==> config.mk <==
export PLATFORM = sky130hd
export DESIGN_NAME = page_load_ctrl
export DESIGN_NICKNAME = d
export VERILOG_FILES = /design/src/rtl/plc_pkg.sv /design/src/rtl/plc_strobe_filter.sv /design/src/rtl/plc_page_buf.sv /design/src/rtl/page_load_ctrl.sv
export SDC_FILE = /design/constraint.sdc
export NUM_CORES = 1
export LEC_CHECK = 0
export ABC_AREA = 1
export BUFFER_PORTS_ARGS = -buffer_cell sky130_fd_sc_hd__buf_4
export CORE_ASPECT_RATIO = 1.25
export CORE_MARGIN = 2
export CORE_UTILIZATION = 25
export DETAILED_ROUTE_END_ITERATION = 16
export HOLD_SLACK_MARGIN = 0.08
export RECOVER_POWER = 25
export SYNTH_ARGS = -nofsm -noshare
export SYNTH_HDL_FRONTEND = slang
export SYNTH_SLANG_ARGS = --single-unit
==> constraint.sdc <==
create_clock -name clk -period 2 [get_ports clk]
set_input_delay 0.2 -clock clk [delete_from_list [all_inputs] [get_ports clk]]
set_output_delay 0.2 -clock clk [all_outputs]
set_load 0.05 [all_outputs]
==> src/rtl/plc_pkg.sv <==
package plc_pkg;
    typedef enum logic [0:0] {
        ST_LOAD = 1'b0,
        ST_PROG = 1'b1
    } plc_state_e;
endpackage

==> src/rtl/plc_strobe_filter.sv <==
// Combined strobe detector: address at first active cycle, data at last,
// qualified by a minimum active length.
module plc_strobe_filter #(
    parameter int ADDR_W    = 13,
    parameter int DATA_W    = 8,
    parameter int MIN_PULSE = 2
) (
    input  logic              clk,
    input  logic              rst_n,
    input  logic              ce_n,
    input  logic              we_n,
    input  logic              oe_n,
    input  logic [ADDR_W-1:0] addr,
    input  logic [DATA_W-1:0] din,
    output logic              in_pulse,
    output logic              done,
    output logic [ADDR_W-1:0] cap_addr,
    output logic [DATA_W-1:0] cap_data
);
    localparam int LEN_W = $clog2(MIN_PULSE + 1) < 1 ? 1 : $clog2(MIN_PULSE + 1);

    typedef struct packed {
        logic              active;
        logic [LEN_W-1:0]  len;
        logic [ADDR_W-1:0] addr;
        logic [DATA_W-1:0] data;
    } strobe_t;

    strobe_t s_d, s_q;
    logic    act;

    always_comb begin
        act = ~ce_n & ~we_n & oe_n;
        s_d = s_q;
        s_d.active = act;
        if (act) begin
            s_d.data = din;
            if (!s_q.active) begin
                s_d.addr = addr;
                s_d.len  = LEN_W'(1);
            end else if (s_q.len < LEN_W'(MIN_PULSE)) begin
                s_d.len = s_q.len + LEN_W'(1);
            end
        end
    end

    always_ff @(posedge clk or negedge rst_n) begin
        if (!rst_n) s_q <= '0;
        else        s_q <= s_d;
    end

    assign in_pulse = s_q.active;
    assign done     = s_q.active & ~act & (s_q.len >= LEN_W'(MIN_PULSE));
    assign cap_addr = s_q.addr;
    assign cap_data = s_q.data;
endmodule

==> src/rtl/plc_page_buf.sv <==
// Page buffer: one data byte and one valid flag per slot.
module plc_page_buf #(
    parameter int PAGE_W = 5,
    parameter int DATA_W = 8
) (
    input  logic              clk,
    input  logic              rst_n,
    input  logic              wr_en,
    input  logic [PAGE_W-1:0] wr_idx,
    input  logic [DATA_W-1:0] wr_data,
    input  logic              clr,
    input  logic [PAGE_W-1:0] rd_idx,
    output logic              rd_valid,
    output logic [DATA_W-1:0] rd_data,
    output logic              any_valid
);
    localparam int PAGE = 1 << PAGE_W;

    typedef struct packed {
        logic              vld;
        logic [DATA_W-1:0] dat;
    } slot_t;

    slot_t slot_q [PAGE];
    logic [PAGE-1:0] vld_vec;

    for (genvar g = 0; g < PAGE; g++) begin : g_slot
        slot_t slot_d;

        always_comb begin
            slot_d = slot_q[g];
            if (clr) begin
                slot_d.vld = 1'b0;
            end else if (wr_en && wr_idx == PAGE_W'(g)) begin
                slot_d.vld = 1'b1;
                slot_d.dat = wr_data;
            end
        end

        always_ff @(posedge clk or negedge rst_n) begin
            if (!rst_n) slot_q[g] <= '0;
            else        slot_q[g] <= slot_d;
        end

        assign vld_vec[g] = slot_q[g].vld;
    end

    assign rd_valid  = slot_q[rd_idx].vld;
    assign rd_data   = slot_q[rd_idx].dat;
    assign any_valid = |vld_vec;
endmodule

==> src/rtl/page_load_ctrl.sv <==
// Page-mode write load controller top.
module page_load_ctrl
    import plc_pkg::*;
#(
    parameter int ADDR_W      = 13,
    parameter int DATA_W      = 8,
    parameter int PAGE_W      = 5,
    parameter int MIN_PULSE   = 2,
    parameter int LOAD_TO     = 10000,
    parameter int PROG_CYCLES = 500000,
    parameter int INIT_CYCLES = 500000
) (
    input  logic              clk,
    input  logic              rst_n,
    input  logic              ce_n,
    input  logic              we_n,
    input  logic              oe_n,
    input  logic              supply_low,
    input  logic [ADDR_W-1:0] addr,
    input  logic [DATA_W-1:0] din,
    output logic              busy,
    output logic              mem_we,
    output logic [ADDR_W-1:0] mem_addr,
    output logic [DATA_W-1:0] mem_data,
    output logic [ADDR_W-1:0] last_addr,
    output logic [DATA_W-1:0] last_data
);
    localparam int PAGE   = 1 << PAGE_W;
    localparam int PG_W   = ADDR_W - PAGE_W;
    localparam int TMR_W  = $clog2(LOAD_TO + 1);
    localparam int PRG_W  = $clog2(PROG_CYCLES + 1);
    localparam int INIT_W = $clog2(INIT_CYCLES + 1);

    typedef struct packed {
        plc_state_e        state;
        logic [TMR_W-1:0]  tmr;
        logic [PRG_W-1:0]  prg;
        logic [INIT_W-1:0] init_cnt;
        logic              init_done;
        logic [PG_W-1:0]   page;
        logic [ADDR_W-1:0] last_addr;
        logic [DATA_W-1:0] last_data;
    } ctrl_t;

    ctrl_t c_d, c_q;

    logic              in_pulse, done;
    logic [ADDR_W-1:0] cap_addr;
    logic [DATA_W-1:0] cap_data;
    logic              accept, clr;
    logic              rd_valid, any_valid;
    logic [DATA_W-1:0] rd_data;
    logic [PAGE_W-1:0] rd_idx;

    plc_strobe_filter #(
        .ADDR_W   (ADDR_W),
        .DATA_W   (DATA_W),
        .MIN_PULSE(MIN_PULSE)
    ) u_strobe (
        .clk     (clk),
        .rst_n   (rst_n),
        .ce_n    (ce_n),
        .we_n    (we_n),
        .oe_n    (oe_n),
        .addr    (addr),
        .din     (din),
        .in_pulse(in_pulse),
        .done    (done),
        .cap_addr(cap_addr),
        .cap_data(cap_data)
    );

    plc_page_buf #(
        .PAGE_W(PAGE_W),
        .DATA_W(DATA_W)
    ) u_buf (
        .clk      (clk),
        .rst_n    (rst_n),
        .wr_en    (accept),
        .wr_idx   (cap_addr[PAGE_W-1:0]),
        .wr_data  (cap_data),
        .clr      (clr),
        .rd_idx   (rd_idx),
        .rd_valid (rd_valid),
        .rd_data  (rd_data),
        .any_valid(any_valid)
    );

    always_comb begin
        c_d    = c_q;
        clr    = 1'b0;
        accept = done && (c_q.state == ST_LOAD) && c_q.init_done && !supply_low;

        if (!c_q.init_done) begin
            if (c_q.init_cnt == INIT_W'(INIT_CYCLES - 1)) c_d.init_done = 1'b1;
            else                                          c_d.init_cnt  = c_q.init_cnt + INIT_W'(1);
        end

        case (c_q.state)
            ST_LOAD: begin
                if (accept) begin
                    c_d.tmr       = '0;
                    c_d.page      = cap_addr[ADDR_W-1:PAGE_W];
                    c_d.last_addr = cap_addr;
                    c_d.last_data = cap_data;
                end else if (any_valid && !in_pulse) begin
                    if (c_q.tmr == TMR_W'(LOAD_TO - 1)) begin
                        c_d.state = ST_PROG;
                        c_d.prg   = '0;
                        c_d.tmr   = '0;
                    end else begin
                        c_d.tmr = c_q.tmr + TMR_W'(1);
                    end
                end
            end
            ST_PROG: begin
                if (c_q.prg == PRG_W'(PROG_CYCLES - 1)) begin
                    c_d.state = ST_LOAD;
                    clr       = 1'b1;
                end else begin
                    c_d.prg = c_q.prg + PRG_W'(1);
                end
            end
            default: c_d.state = ST_LOAD;
        endcase
    end

    always_ff @(posedge clk or negedge rst_n) begin
        if (!rst_n) c_q <= '0;
        else        c_q <= c_d;
    end

    assign rd_idx    = PAGE_W'(c_q.prg);
    assign busy      = (c_q.state == ST_PROG);
    assign mem_we    = busy && (32'(c_q.prg) < PAGE) && rd_valid;
    assign mem_addr  = {c_q.page, rd_idx};
    assign mem_data  = rd_data;
    assign last_addr = c_q.last_addr;
    assign last_data = c_q.last_data;
endmodule

### Word-level counts from Yosys, hierarchy flattened

Cells that the tools add are included.

| storage, ports and cells | value |
|---|---|
| bits in registers | 395 |
| bits of input ports | 27 |
| output and inout port bits | 44 |
| word-level logic and storage cells | 333 |

| operators by class | value |
|---|---|
| add/subtract/negate cells | 4 |
| order comparisons | 4 |
| equal/unequal tests | 39 |
| mux-type cells | 84 |
| bitwise gates (word level) | 13 |
| reduce and logical (&&, ||, !) cells | 113 |

Operators with widths:

| operator | count |
|---|---|
| $mux 9 | 34 |
| $eq 5x5->1 const B | 16 |
| $reduce_and 2->1 | 37 |
| $reduce_bool 2->1 | 33 |
| $mux 19 | 3 |
| $bmux 9 s5 | 1 |
| $eq 5x4->1 const B | 8 |
| $mux 1 | 39 |
| $add 19x1->19 const B | 2 |
| $eq 19x19->1 const B | 2 |
| $logic_and 1x1->1 | 38 |
| $pmux 19 s2 | 1 |
| $mux 34 | 1 |
| $reduce_or 32->1 | 1 |
| $mux 14 | 2 |
| $eq 5x3->1 const B | 4 |
| $lt 19x6->1 const B | 1 |
| $add 14x1->14 const B | 1 |
| $eq 14x14->1 const B | 1 |
| $eq 5x2->1 const B | 2 |
| $not 1->1 | 8 |
| $ge 6x6->1 const B | 1 |
| $ne 2x2->1 const B | 3 |
| $not 5->6 | 1 |
| other kinds (11) | 17 |

### Depth between registers and ports, before layout

| logic depth | value |
|---|---|
| depth after elaboration | 12 |
| mapped depth | 12 |
| depth with buffers taken out | 11 |

### Hierarchy

A second synthesis with hierarchy kept.

| second synthesis, totals | value |
|---|---|
| cells, all modules | 2454 |
| area, all modules | 19057.0 um^2 |

By module, submodules not included:

| module | times used | cells an instance | area each (um^2) | sequential area each (um^2) |
|---|---|---|---|---|
| plc_page_buf | 1 | 1690 | 13327.8 | 7206.9 |
| page_load_ctrl | 1 | 632 | 4525.6 | 1876.8 |
| plc_strobe_filter | 1 | 132 | 1203.7 | 600.6 |

### Worst setup path before layout

No wires, ideal clock.

| timing path | value |
|---|---|
| kind | register to output |
| start | register c_q (netlist bit busy) |
| end | output port mem_we |
| arrival time | 2.103 ns |
| data required time | 1.800 ns |
| slack | -0.303 ns |
| cell stages (with the launch flop) | 8 |
| path buffers | 1 |
| path through | dfrtp_1 > inv_2 > clkbuf_1 > nor4_1 > nand2_1 > nor3_1 > nand2_1 > nor2_1 |

| on the way | value |
|---|---|
| word-level cells in the longest chain between the ends | 2 |

Ends and longest elaborated chain:

| what | line | source |
|---|---|---|
| from (decl) | page_load_ctrl.sv:45 | `ctrl_t c_d, c_q;` |
| from (signal assigned) | page_load_ctrl.sv:129 | `if (!rst_n) c_q <= '0;` |
| from (signal assigned) | page_load_ctrl.sv:130 | `else c_q <= c_d;` |
| $logic_and 1x1->1 (2 in series) | page_load_ctrl.sv:135 | `assign mem_we = busy && (32'(c_q.prg) < PAGE) && rd_valid;` |
| to (decl) | page_load_ctrl.sv:22 | `output logic mem_we,` |

No other way between the ends.

### Worst setup path in the final report

| timing path | value |
|---|---|
| start | register c_q (netlist bit mem_addr[0]) |
| end | output port mem_data[3] |

| on the way | value |
|---|---|
| word-level cells in the longest chain between the ends | 4 |

Ends and longest elaborated chain:

| what | line | source |
|---|---|---|
| $not 5->6 (implied by the code) | plc_page_buf.sv:49 | `assign rd_data = slot_q[rd_idx].dat;` |
| $bmux 9 s5 | plc_page_buf.sv:49 |  |
| $mux 9 (2 in series) | n/a |  |
| to (decl) | page_load_ctrl.sv:24 | `output logic [DATA_W-1:0] mem_data,` |

No other way between the ends. The select of a mux whose other input is x is not followed.

==> flow_summary_export.csv <==
group,metric,value,unit
cells_and_area,design_area,24900,um^2
cells_and_area,syn_to_final_growth,33.0,%
yosys,yosys.area.top_type,"dfrtp_1",
cells_and_area,drive_above_1_share,21.7,%
yosys,synth_edf_count,0,
cells_and_area,antenna_cells,0,
cells_and_area,mostFrequentLayoutCell,"nand2_1",
detailed_routing,wirelength,61100,um
timing,fmax,350,MHz
detailed_routing,ant_nets,0,
cells_and_area,postLayoutCoreUtil,33.5,%
power,p_total,17.6,mW
cells_and_area,layout_common_cells,"nand2_1, dfrtp_1, o21ai_0",
cells_and_area,regArea,9690,um^2
critical_path,cpPeakStageDelay,0.57,ns
floorplanning,fp.dieH,310,um
floorplanning,fp-row-count,112,
detailed_routing,drt_first_iter_violations,1287,
outcome,outcome,"complete, but fails checks",
power,pwr-share-clk,48.8,%
power,internal_power,13.4,mW
floorplanning,start_util,25.2,%
critical_path,critPathMaxFanout,8,
timing,hold_viol,0,
timing,relSlewSlack,-16.6,%
timing,fin_crit_sh,143,%
timing,period_minus_slack,2.86,ns
global_routing,grt_max_degree,56,
clock_network,cts-root-buf,"clkbuf_16",
placement,globalplace.congestion,0.858,
critical_path,crit_top_cell,"buf_12",
yosys,syn-cell-area,18700,um^2
yosys,synth-seq-cells,387,
floorplanning,die_area,77100,um^2
power,p_sw,4.17,mW
critical_path,critical_path.cell_chain,"buf_12, inv_12, buf_12, buf_12, nor2_2, o211ai_1, nand3_2, nand2_2, nand2_4, clkinvlp_4, buf_8",
clock_network,cts_made_buffers,43,
yosys,yosys-top-cells-area,"dfrtp_1, nand2_1, o21ai_0",
timing,setup_ws,-0.855,ns
timing,setup_viol,150,
yosys,netlist_instances,2397,
clock_network,clock_latency,0.58,ns
power,leakage,11.4,nW
clock_network,htree_levels,2,
critical_path,cp.required,1.80,ns
global_routing,grt_pass1_vias,16100,
power,power_frac_seq,45.4,%
placement,place_area,21100,um^2
timing,rsz0062_at_grt,"yes",
detailed_routing,vias,16900,
timing,setup-tns-final,-12.41,ns
yosys,syn_avg_cell_area,7.81,um^2
yosys,synth.distinct_cells,31,
outcome,violations,"max-capacitance violations, max-slew violations, negative setup slack",
cells_and_area,multi_input_area,8740,um^2
floorplanning,io_pins,71,
cells_and_area,num-fill-cells,7660,
critical_path,cp_top_family,"buffers and inverters",
timing,finalClockSkew,0.0202,ns
detailed_routing,drc,0,
timing,hold_ws,0.169,ns
critical_path,cpMaxStageDelayCell,"dfrtp_4",
critical_path,endpoint_kind,"primary output",
placement,place_inst,3400,
critical_path,critPathArrivalTime,2.66,ns
floorplanning,core_area,74400,um^2
floorplanning,die_x,249,um
timing,worst_pin_slew,1.75,ns
yosys,synth_flop_cell,"dfrtp_1",
cells_and_area,layout.cells.non_filler,3556,
clock_network,cts_sinks,387,
placement,dp.final_hpwl,37600,um
critical_path,path_buf_inv,6,
power,swShare,23.7,%
power,ir_drop,544,uV
critical_path,crit_type,"reg -> out",
run,maxCapViolations,1,
detailed_routing,viasPerCell,4.74,
clock_network,clk_pin_slew,0.06,ns
clock_network,clockBufferDepth,3,
yosys,syn-num-nets,2428,
yosys,seq_area_frac_synth,51.7,%
placement,port_buffers,70,
detailed_routing,wire_per_inst,17.2,um
yosys,yosysWarningCount,0,
detailed_routing,drtPass1Iterations,6,
global_routing,grt_usage,15.0,%
critical_path,startpoint_type,"flop",
timing,slew_violations,50,
hold_path,hold_class,"in -> reg",
cells_and_area,finalNetCount,2589,
global_routing,grt_pass1_wl,91200,um
global_routing,antenna_found_initial,0,
placement,place_ws,-0.346,ns
power,p_comb_share,5.8,%
clock_network,cts_tree,"yes",
yosys,synth.top_cell.area_share,51.7,%
global_routing,grt_overflow,0,
yosys,synth-async-reset-ratio,100,%
power,powerDensity,706,nW/um^2
## metal layers
metal / vias up / GRT usage [%] / part of all wire, %
met2: 490 / 25.5 / 48
met4: 0 / 5.88 / 3.2
met5: - / 0 / 0
met3: 111 / 1.68 / 6.0
li1: 8056 / - / -
met1: 8207 / 19.4 / 42
## what timing repair did
item                                   4_1_cts  5_1_grt
resized for setup                           89      319
pin swaps                                   18       53
setup endpoints to repair                   99      280
hold buffers                                22        0
setup buffers                                5       31
cloned                                       5       21
endpoints found under the hold margin      408        0
## state kept, by name (all words and copies together) (netlist names)
name / cells
last_data: 8
u_strobe.in_pulse: 1
last_addr: 5
mem_addr: 13
u_strobe.cap_addr: 13
u_buf.slot_q: 288
busy: 1
u_strobe.cap_data: 8
c_q: 48
u_strobe.s_q: 2
## synthesized netlist by cell type (all sizes together) (8+ instances only)
cell type and number:
a21oi 31, buf 79, clkbuf 88, dfrtp 387, inv 113, nand2 710
nand3 116, nand3b 8, nand4 11, nor2 307, nor3 19, o211ai 32
o21ai 444, or2 17, xor2 18
## final timing paths
kind                                      start                    to  slack (ns)  depth (start not counted)
hold / removal                       supply_low     u_buf.slot_q[170]        0.17                          6
setup / recovery                    mem_addr[0]           mem_data[3]       -0.86                         11
min in group asynchronous                 rst_n     u_buf.slot_q[275]        0.65                          2
setup reg to reg                           busy     u_buf.slot_q[285]       -0.10                         14
hold reg to reg            u_strobe.cap_addr[6]  u_strobe.cap_addr[6]        0.47                          2
max in group asynchronous                 rst_n           mem_addr[0]        0.07                          2
## power groups by stage
| stage | Combinational, mW | Clock [mW] | Sequential [mW] |
|---|---|---|---|
| 2_1_floorplan | 0.365 | 0 | 8.11 |
| 3_3_place_gp | 0.918 | 0 | 8.12 |
| 3_5_place_dp | 0.922 | 0 | 8.12 |
| 4_1_cts | 0.964 | 8.71 | 7.98 |
| 5_1_grt | 1.12 | 9.02 | 7.99 |
| 6_report | 1.02 | 8.57 | 7.98 |
## cells by family (layout without fill, tap and decap cells)
logic type / after synthesis / count (layout) / synth area share, %
and+or+nand+nor: 1191 / 1191 / 26.3
AOI/OAI and AO/OA: 510 / 510 / 14.1
DFF: 387 / 387 / 51.7
buffers and inverters: 286 / 476 / 6.73
xor gates and xnor gates: 19 / 19 / 0.889
adders and majority gates: 4 / 4 / 0.267
## layout make-up
cell class | instances | area share (%)
Clock buffer | 58 | 4.84
Clock inverter | 16 | 1.15
Timing Repair Buffer | 283 | 13.1
Inverter | 119 | 1.99
Multi-Input combinational cell | 1724 | 35.1
Tap cell | 969 | 4.87
Sequential cell | 387 | 38.9
## worst min-delay path: cells and delay by family
| kind | cells | cell delay, ns |
|---|---|---|
| AO/OA/AOI/OAI | 1 | 0.06 |
| buffers and inverters | 3 | 0.28 |
| AND/OR/NAND/NOR | 2 | 0.16 |
No activity file was read; power rests on OpenSTA's default activity.
